`config.mk`:
```
export PLATFORM = sky130hd
export DESIGN_NAME = uart_rx_queue
export DESIGN_NICKNAME = d
export VERILOG_FILES = /design/src/rtl/uart_rxq_pkg.sv /design/src/rtl/rxq_ctrl.sv /design/src/rtl/rxq_store.sv /design/src/rtl/rxq_timer.sv /design/src/rtl/uart_rx_queue.sv
export SDC_FILE = /design/constraint.sdc
export NUM_CORES = 1
export LEC_CHECK = 0
export ABC_AREA = 0
export CAP_MARGIN = 30
export CORE_MARGIN = 5
export CORE_UTILIZATION = 45
export CTS_CLUSTER_DIAMETER = 40
export DETAILED_ROUTE_END_ITERATION = 16
export GPL_ROUTABILITY_DRIVEN = 0
export PLACE_DENSITY = 0.69
export SYNTH_ARGS = -nofsm -noshare
export SYNTH_HDL_FRONTEND = slang
export SYNTH_HIERARCHICAL = 1
export SYNTH_SLANG_ARGS = --single-unit
export TNS_END_PERCENT = 1
```
`constraint.sdc`:
```
create_clock -name clk -period 12.5 [get_ports clk]
set_input_delay 3.125 -clock clk [delete_from_list [all_inputs] [get_ports clk]]
set_output_delay 3.125 -clock clk [all_outputs]
set_load 0.03 [all_outputs]
```
`src/rtl/uart_rxq_pkg.sv`:
```
// Package: shared helpers for the receive queue.
// Assumes a line control byte with word length in bits 1:0,
// stop-bit count in bit 2 and parity enable in bit 3.
package uart_rxq_pkg;

    localparam int LVL_W   = 5;
    localparam int FRAME_W = 4;

    // Map the two trigger-select bits onto a byte count.
    function automatic logic [LVL_W-1:0] trig_level(input logic [1:0] sel);
        case (sel)
            2'b00:   trig_level = LVL_W'(1);
            2'b01:   trig_level = LVL_W'(4);
            2'b10:   trig_level = LVL_W'(8);
            default: trig_level = LVL_W'(14);
        endcase
    endfunction

    // Bits per character: start + data + optional parity + stop.
    function automatic logic [FRAME_W-1:0] frame_bits(input logic [3:0] lc);
        frame_bits = FRAME_W'(1) + FRAME_W'(lc[1:0]) + FRAME_W'(5)
                   + FRAME_W'(lc[3]) + (lc[2] ? FRAME_W'(2) : FRAME_W'(1));
    endfunction

endpackage

```
`src/rtl/rxq_ctrl.sv`:
```
// Module: FIFO control register decode.
// Holds the queue enable and trigger level. Issues a one-cycle clear
// when the receive-reset bit is written or the enable bit changes.
module rxq_ctrl
    import uart_rxq_pkg::*;
(
    input  logic             clk,
    input  logic             rst_n,
    input  logic             cfg_wr,
    input  logic [7:0]       cfg_data,
    output logic             fifo_en,
    output logic [LVL_W-1:0] level,
    output logic             clr
);

    logic unused_cfg_bits;
    assign unused_cfg_bits = ^cfg_data[5:2];

    // Clear pulse: explicit receive reset or an enable change.
    assign clr = cfg_wr && (cfg_data[1] || (cfg_data[0] != fifo_en));

    // Register the enable and the decoded trigger level.
    always_ff @(posedge clk) begin
        if (!rst_n) begin
            fifo_en <= 1'b0;
            level   <= LVL_W'(1);
        end else if (cfg_wr) begin
            fifo_en <= cfg_data[0];
            level   <= trig_level(cfg_data[7:6]);
        end
    end

endmodule

```
`src/rtl/rxq_store.sv`:
```
// Module: circular byte storage with occupancy count.
// Assumes the caller never writes when full unless it pops in the same
// cycle, and never pops when empty. A clear overrides both.
module rxq_store #(
    parameter int DEPTH  = 16,
    parameter int DATA_W = 8,
    localparam int PTR_W = $clog2(DEPTH),
    localparam int CNT_W = $clog2(DEPTH + 1)
) (
    input  logic              clk,
    input  logic              rst_n,
    input  logic              clr,
    input  logic              wr_en,
    input  logic [DATA_W-1:0] wr_data,
    input  logic              rd_en,
    output logic [DATA_W-1:0] head,
    output logic [CNT_W-1:0]  count,
    output logic              empty,
    output logic              full
);

    logic [DATA_W-1:0] mem [DEPTH];
    logic [PTR_W-1:0]  wr_ptr;
    logic [PTR_W-1:0]  rd_ptr;

    assign head  = mem[rd_ptr];
    assign empty = (count == '0);
    assign full  = (count == CNT_W'(DEPTH));

    // Write the incoming byte into its slot.
    always_ff @(posedge clk) begin
        if (wr_en && !clr) begin
            mem[wr_ptr] <= wr_data;
        end
    end

    // Advance pointers and track the number of stored bytes.
    always_ff @(posedge clk) begin
        if (!rst_n || clr) begin
            wr_ptr <= '0;
            rd_ptr <= '0;
            count  <= '0;
        end else begin
            if (wr_en) wr_ptr <= (wr_ptr == PTR_W'(DEPTH - 1)) ? '0 : wr_ptr + 1'b1;
            if (rd_en) rd_ptr <= (rd_ptr == PTR_W'(DEPTH - 1)) ? '0 : rd_ptr + 1'b1;
            count <= count + CNT_W'(wr_en) - CNT_W'(rd_en);
        end
    end

    // occupancy never exceeds the storage depth.
    p_no_overflow_r3: assert property (@(posedge clk) disable iff (!rst_n)
        (count <= CNT_W'(DEPTH)));

endmodule

```
`src/rtl/rxq_timer.sv`:
```
// Module: character timeout detector.
// Counts bit ticks while armed. Expires after `limit` ticks, and sets the
// pending flag if data is still stored at that point. Assumes limit >= 1.
module rxq_timer #(
    parameter int MAX_LIMIT = 48,
    localparam int CNT_W = $clog2(MAX_LIMIT + 1)
) (
    input  logic             clk,
    input  logic             rst_n,
    input  logic             restart,
    input  logic             stop,
    input  logic             tick,
    input  logic [CNT_W-1:0] limit,
    input  logic             has_data,
    input  logic             clr_pend,
    output logic             pending
);

    logic [CNT_W-1:0] cnt;
    logic             armed;
    logic             expire;

    assign expire = armed && tick && !restart && !stop && (cnt == limit - 1'b1);

    // Arm, count ticks and disarm on expiry or stop.
    always_ff @(posedge clk) begin
        if (!rst_n) begin
            cnt   <= '0;
            armed <= 1'b0;
        end else if (restart) begin
            cnt   <= '0;
            armed <= 1'b1;
        end else if (stop || expire) begin
            armed <= 1'b0;
        end else if (armed && tick) begin
            cnt <= cnt + 1'b1;
        end
    end

    // Timeout-pending flag: set on expiry with data, cleared by a read or flush.
    always_ff @(posedge clk) begin
        if (!rst_n || clr_pend) begin
            pending <= 1'b0;
        end else if (expire && has_data) begin
            pending <= 1'b1;
        end
    end

    // the flag only rises when data was present.
    p_tmo_data_r6: assert property (@(posedge clk) disable iff (!rst_n)
        $rose(pending) |-> $past(has_data));

endmodule

```
`src/rtl/uart_rx_queue.sv`:
```
// Module: receive queue top level.
// Combines control decode, storage, timeout and status flags.
// Assumes one received event per cycle at most, and that the host read
// strobes are single-cycle pulses.
module uart_rx_queue
    import uart_rxq_pkg::*;
#(
    parameter int DEPTH     = 16,
    parameter int TMO_CHARS = 4,
    localparam int CNT_W    = $clog2(DEPTH + 1),
    localparam int TMR_MAX  = TMO_CHARS * 12,
    localparam int TMR_W    = $clog2(TMR_MAX + 1)
) (
    input  logic       clk,
    input  logic       rst_n,
    input  logic       rx_valid,
    input  logic [7:0] rx_data,
    input  logic       rx_break,
    input  logic       cfg_wr,
    input  logic [7:0] cfg_data,
    input  logic       rd_data,
    input  logic       rd_lsr,
    input  logic [7:0] line_ctrl,
    input  logic       bit_tick,
    output logic [7:0] dout,
    output logic       data_ready,
    output logic       overrun,
    output logic       brk_flag,
    output logic       trig_hit,
    output logic       tmo_pending
);

    logic             fifo_en;
    logic [LVL_W-1:0] level;
    logic             clr;
    logic [7:0]       head;
    logic [CNT_W-1:0] count;
    logic             empty;
    logic             full;
    logic [7:0]       hold_byte;
    logic             hold_valid;
    logic             push_any;
    logic [7:0]       push_byte;
    logic             pop;
    logic             full_block;
    logic             wr_en;
    logic [CNT_W-1:0] cnt_after_rd;
    logic             leaves_empty;
    logic             ovr_set;
    logic             tmr_restart;
    logic             tmr_stop;
    logic [TMR_W-1:0] tmr_limit;
    logic [3:0]       unused_lc;

    assign unused_lc = line_ctrl[7:4];

    rxq_ctrl u_ctrl (
        .clk      (clk),
        .rst_n    (rst_n),
        .cfg_wr   (cfg_wr),
        .cfg_data (cfg_data),
        .fifo_en  (fifo_en),
        .level    (level),
        .clr      (clr)
    );

    // Arrival and pop qualification.
    assign push_any     = rx_valid || rx_break;
    assign push_byte    = rx_break ? 8'h00 : rx_data;
    assign pop          = fifo_en && rd_data && !empty && !clr;
    assign full_block   = full && !pop;
    assign wr_en        = fifo_en && push_any && !clr && !full_block;
    assign cnt_after_rd = count - CNT_W'(pop);
    assign leaves_empty = rd_data && (fifo_en ? (cnt_after_rd == '0 && !wr_en) : !push_any);

    rxq_store #(.DEPTH(DEPTH), .DATA_W(8)) u_store (
        .clk     (clk),
        .rst_n   (rst_n),
        .clr     (clr),
        .wr_en   (wr_en),
        .wr_data (push_byte),
        .rd_en   (pop),
        .head    (head),
        .count   (count),
        .empty   (empty),
        .full    (full)
    );

    // Timeout control: rearm on arrival or a read that leaves data.
    assign tmr_restart = fifo_en && !clr && (push_any || (rd_data && cnt_after_rd != '0));
    assign tmr_stop    = clr || !fifo_en || rd_data;
    assign tmr_limit   = TMR_W'(TMO_CHARS) * TMR_W'(frame_bits(line_ctrl[3:0]));

    rxq_timer #(.MAX_LIMIT(TMR_MAX)) u_timer (
        .clk      (clk),
        .rst_n    (rst_n),
        .restart  (tmr_restart),
        .stop     (tmr_stop),
        .tick     (bit_tick),
        .limit    (tmr_limit),
        .has_data (!empty),
        .clr_pend (clr || (fifo_en && rd_data)),
        .pending  (tmo_pending)
    );

    // Holding register used when the queue is disabled.
    always_ff @(posedge clk) begin
        if (!rst_n) begin
            hold_byte  <= 8'h00;
            hold_valid <= 1'b0;
        end else if (clr) begin
            hold_valid <= 1'b0;
        end else if (!fifo_en) begin
            if (push_any) begin
                hold_byte  <= push_byte;
                hold_valid <= 1'b1;
            end else if (rd_data) begin
                hold_valid <= 1'b0;
            end
        end
    end

    // Overrun flag: lost byte in queue mode, overwrite in holding mode.
    assign ovr_set = push_any && !clr && (fifo_en ? full_block : (hold_valid && !rd_data));

    always_ff @(posedge clk) begin
        if (!rst_n) begin
            overrun <= 1'b0;
        end else if (ovr_set) begin
            overrun <= 1'b1;
        end else if (rd_lsr) begin
            overrun <= 1'b0;
        end
    end

    // Break flag: set by a break, cleared by flush, status read or draining read.
    always_ff @(posedge clk) begin
        if (!rst_n) begin
            brk_flag <= 1'b0;
        end else if (rx_break && !clr) begin
            brk_flag <= 1'b1;
        end else if (clr || rd_lsr || leaves_empty) begin
            brk_flag <= 1'b0;
        end
    end

    // Outputs seen by the host side.
    assign data_ready = fifo_en ? !empty : hold_valid;
    assign dout       = fifo_en ? (empty ? 8'h00 : head) : hold_byte;
    assign trig_hit   = data_ready && (!fifo_en || count >= CNT_W'(level));

    // a full queue keeps its contents and flags the lost byte.
    p_full_keep_r3: assert property (@(posedge clk) disable iff (!rst_n)
        (fifo_en && full && push_any && !rd_data && !clr) |=> (overrun && $stable(count)));

    // a break leaves both the break and data-ready flags set.
    p_brk_dr_r4: assert property (@(posedge clk) disable iff (!rst_n)
        (rx_break && !clr) |=> (brk_flag && data_ready));

    // a flush leaves nothing ready and no timeout pending.
    p_flush_r8: assert property (@(posedge clk) disable iff (!rst_n)
        clr |=> (!data_ready && !tmo_pending && !brk_flag));

    // a status read with no new event clears break and overrun.
    p_lsr_clear_r9: assert property (@(posedge clk) disable iff (!rst_n)
        (rd_lsr && !push_any) |=> (!overrun && !brk_flag));

endmodule

```
==> impl_metrics.json <==
{
  "drt_iter0_drc": 268,
  "drt_wl_total_mm": 14.8,
  "grtUsageTotal_pct": 15.7,
  "drc": 0,
  "ys_seq_elements": 169,
  "nNetsFinal": 611,
  "numCtsBuffers": 17,
  "critPathArrivalTime_ps": 7020,
  "clockBufferDepth": 2,
  "hpwl_mm": 9.97,
  "yosysWarnings": 6,
  "htree_num_levels": 4,
  "skew_ps": 5.02,
  "rsz0062_at_grt": "false",
  "internal_power_mw": 0.935,
  "crit_type": "in2reg",
  "synthArstFlopShare_pct": 0,
  "dr.max_layer_used": "met5",
  "initial_core_util_pct": 45.6,
  "synth-simple-area-share_pct": 9.30,
  "synth_top_family_by_area": "multiplexers",
  "max_stage_delay_ps": 870,
  "worstSetupStartpoint": "cfg_data[0]",
  "tns_ps": 0,
  "cp_max_fo": 13,
  "area_growth_pct": 15.6,
  "crit_chain": "clkdlybuf4s50_1 -> xor2_1 -> o21a_1 -> nor3_1 -> ha_1 -> nor4b_1 -> nand2_1 -> nand2_1 -> a211oi_1 -> or4_1 -> a211oi_4 -> a211oi_1 -> mux2i_1",
  "overflow": 0,
  "post-route-period-util_pct": 53.8,
  "yosys-mux-area-fraction_pct": 13.1,
  "drive_gt1_share_pct": 11.8,
  "crit_required_ps": 12800,
  "ys_seq_area_share_pct": 61.9,
  "synth_fa_ha_area_share_pct": 4.18,
  "clk_latency_ps": 430,
  "wl_met3_um": 895,
  "die_w_um": 139,
  "critical-path-slowest-cell": "nor3_1",
  "grt_pass1_vias": 4540,
  "worst_pin_slew_ps": 1060,
  "ir_worst_vdd_mv": 0.0958,
  "cp_top_family": "simple AND/OR/NAND/NOR gates",
  "clkPwrFrac_pct": 43.4,
  "rr_startpoint": "u_ctrl/fifo_en",
  "cts_resized": 0,
  "pwr-share-comb_pct": 5.8,
  "ant_nets": 0,
  "pwr-share-seq_pct": 50.8,
  "final_common_cell": "edfxtp_1",
  "io_buffers": 36,
  "p_leak_nw": 2.93,
  "p_sw_mw": 0.264,
  "antenna_found_initial": 1,
  "status": "finished, final reports clean",
  "critPathCaptureType": "register",
  "cts-root-buf": "clkbuf_16",
  "wl_met1_mm": 6.09,
  "vias_per_cell": 5.48,
  "grt_pass1_wl_mm": 23.6,
  "wl_met2_mm": 7.71,
  "synth_cell_type_count": 56,
  "p_per_area_nw_per_um2": 138,
  "cts_setup_buffers": 0,
  "hold_buffers": 0,
  "grt_max_degree": 33,
  "dieArea_um2": 19400,
  "path_buf_inv": 1,
  "timing.hold.ws_ps": 487,
  "layout_common_cells": "edfxtp_1, dfxtp_1, clkdlybuf4s50_1",
  "syn_area_um2": 7540,
  "p_sw_share_pct": 22.0,
  "core_area_um2": 16500,
  "synth-main-ff-cell": "edfxtp_1",
  "max_slew_margin_pct": 29.1,
  "cap_violations": 0,
  "clk_pin_slew_ps": 60,
  "syn_inst": 507,
  "min_from": "u_ctrl/level[1]",
  "slew_viol_final": 0,
  "row_count": 47,
  "postSynthAreaPerCell_um2": 14.9,
  "hold_viol_final": 0,
  "setup-violations-final": 0,
  "drt_first_pass_iters": 5,
  "synth_xor_area_share_pct": 1.51,
  "die_h_um": 139,
  "fmax_mhz": 149,
  "synth_edf_count": 128,
  "vias": 4319,
  "io_pins": 45,
  "hold_class": "reg2reg",
  "min_period_ps": 6720,
  "cts_tree": "built",
  "diodes": 0,
  "drt-wirelength-per-cell_um": 18.8,
  "cts_sinks": 169,
  "synth_compound_area_share_pct": 6.61,
  "critical_path.startpoint_type": "input port"
}
==> final timing paths <==
kind,to,slack [ps],cells past startpoint
worst min register to register,u_ctrl/level[1],490,2
worst max-delay path,u_timer/cnt[2],5780,13
worst max register to register,u_timer/cnt[2],8420,12
worst min-delay path,u_ctrl/level[1],490,2
==> worst reg2reg max path, delay by kind of cell, from the launching register on <==
family | cells | cell delay (ps)
AO/OA/AOI/OAI | 4 | 1010
AND/OR/NAND/NOR | 5 | 1900
multiplexers | 1 | 150
adder cells (fa/ha/maj) | 1 | 240
XOR/XNOR | 1 | 110
flip-flops | 1 | 530
==> synthesized netlist by cell type, drive strengths merged, types with 3 or more instances <==
cell,count,share of area (%)
o21a,5,0.50
a31oi,3,0.25
nor2,27,1.3
nor3,5,0.33
edfxtp,128,51
and2,18,1.5
buf,11,1.2
a211oi,5,0.66
nand2b,15,1.2
xor2,5,0.58
or3,5,0.48
o21ai,8,0.53
or4,3,0.35
mux4,32,10
xnor2,8,0.93
nand2,26,1.3
a22oi,16,1.6
nand3b,3,0.30
inv,28,1.4
nor2b,13,1.1
a22o,8,0.93
ha,22,3.7
nand3,5,0.33
clkdlybuf4s25,3,0.40
dfxtp,41,11
clkbuf,6,0.30
a21oi,12,0.85
mux2i,20,2.7
==> cell families (layout without fill, tap and decap cells) <==
logic type,Yosys count,after routing
muxes,53,53
DFF,169,169
xor gates and xnor gates,13,13
buffers and inverters,49,104
adders and majority gates,24,24
and+or+nand+nor,130,130
other,2,8
AOI/OAI and AO/OA,67,67
==> power groups by stage <==
stage	Sequential, mW	Clock [mW]	Combinational [mW]
final	0.609	0.520	0.0694
after detailed placement	0.622	0	0.0686
after CTS	0.609	0.530	0.0690
after global placement	0.622	0	0.0655
after global routing	0.609	0.554	0.0765
after floorplan	0.621	0	0.0443
==> flip-flops by register name, summed over array words and instances (netlist names), 4 cells and up, named ones only <==
| register | count |
|---|---|
| u_store/mem | 128 |
| u_store/rd_ptr | 4 |
| u_ctrl/level | 4 |
| u_timer/cnt | 6 |
| u_store/count | 5 |
| u_store/wr_ptr | 4 |
| hold_byte | 8 |
==> through the flow <==
stage	util (%)	cell area [µm²]	setup WS (ps)	cells	power, mW
final	52.7	8710	5780	788	1.20
after global placement	48.8	8060	5540	750	0.687
after CTS	52.6	8690	5840	785	1.21
after global routing	52.7	8710	5530	788	1.24
after detailed placement	49.0	8100	5430	753	0.690
after floorplan	-	7560	6420	513	0.666
==> routing by layer <==
layer / global-route usage (%) / vias up
met5: 0 / -
met4: 4.58 / 2
met3: 4.36 / 14
met2: 27.2 / 127
met1: 19.4 / 2165
li1: - / 2011
==> final cells by class <==
class	instances	area (µm²)
multi-input cells	295	2640
clock buffers	17	425
flip-flops and latches	169	4670
inverters	29	109
clock inverters	15	165
fillers	1355	7820
well taps	220	275
repair buffers	43	425
(Power assumes the default switching activity.)
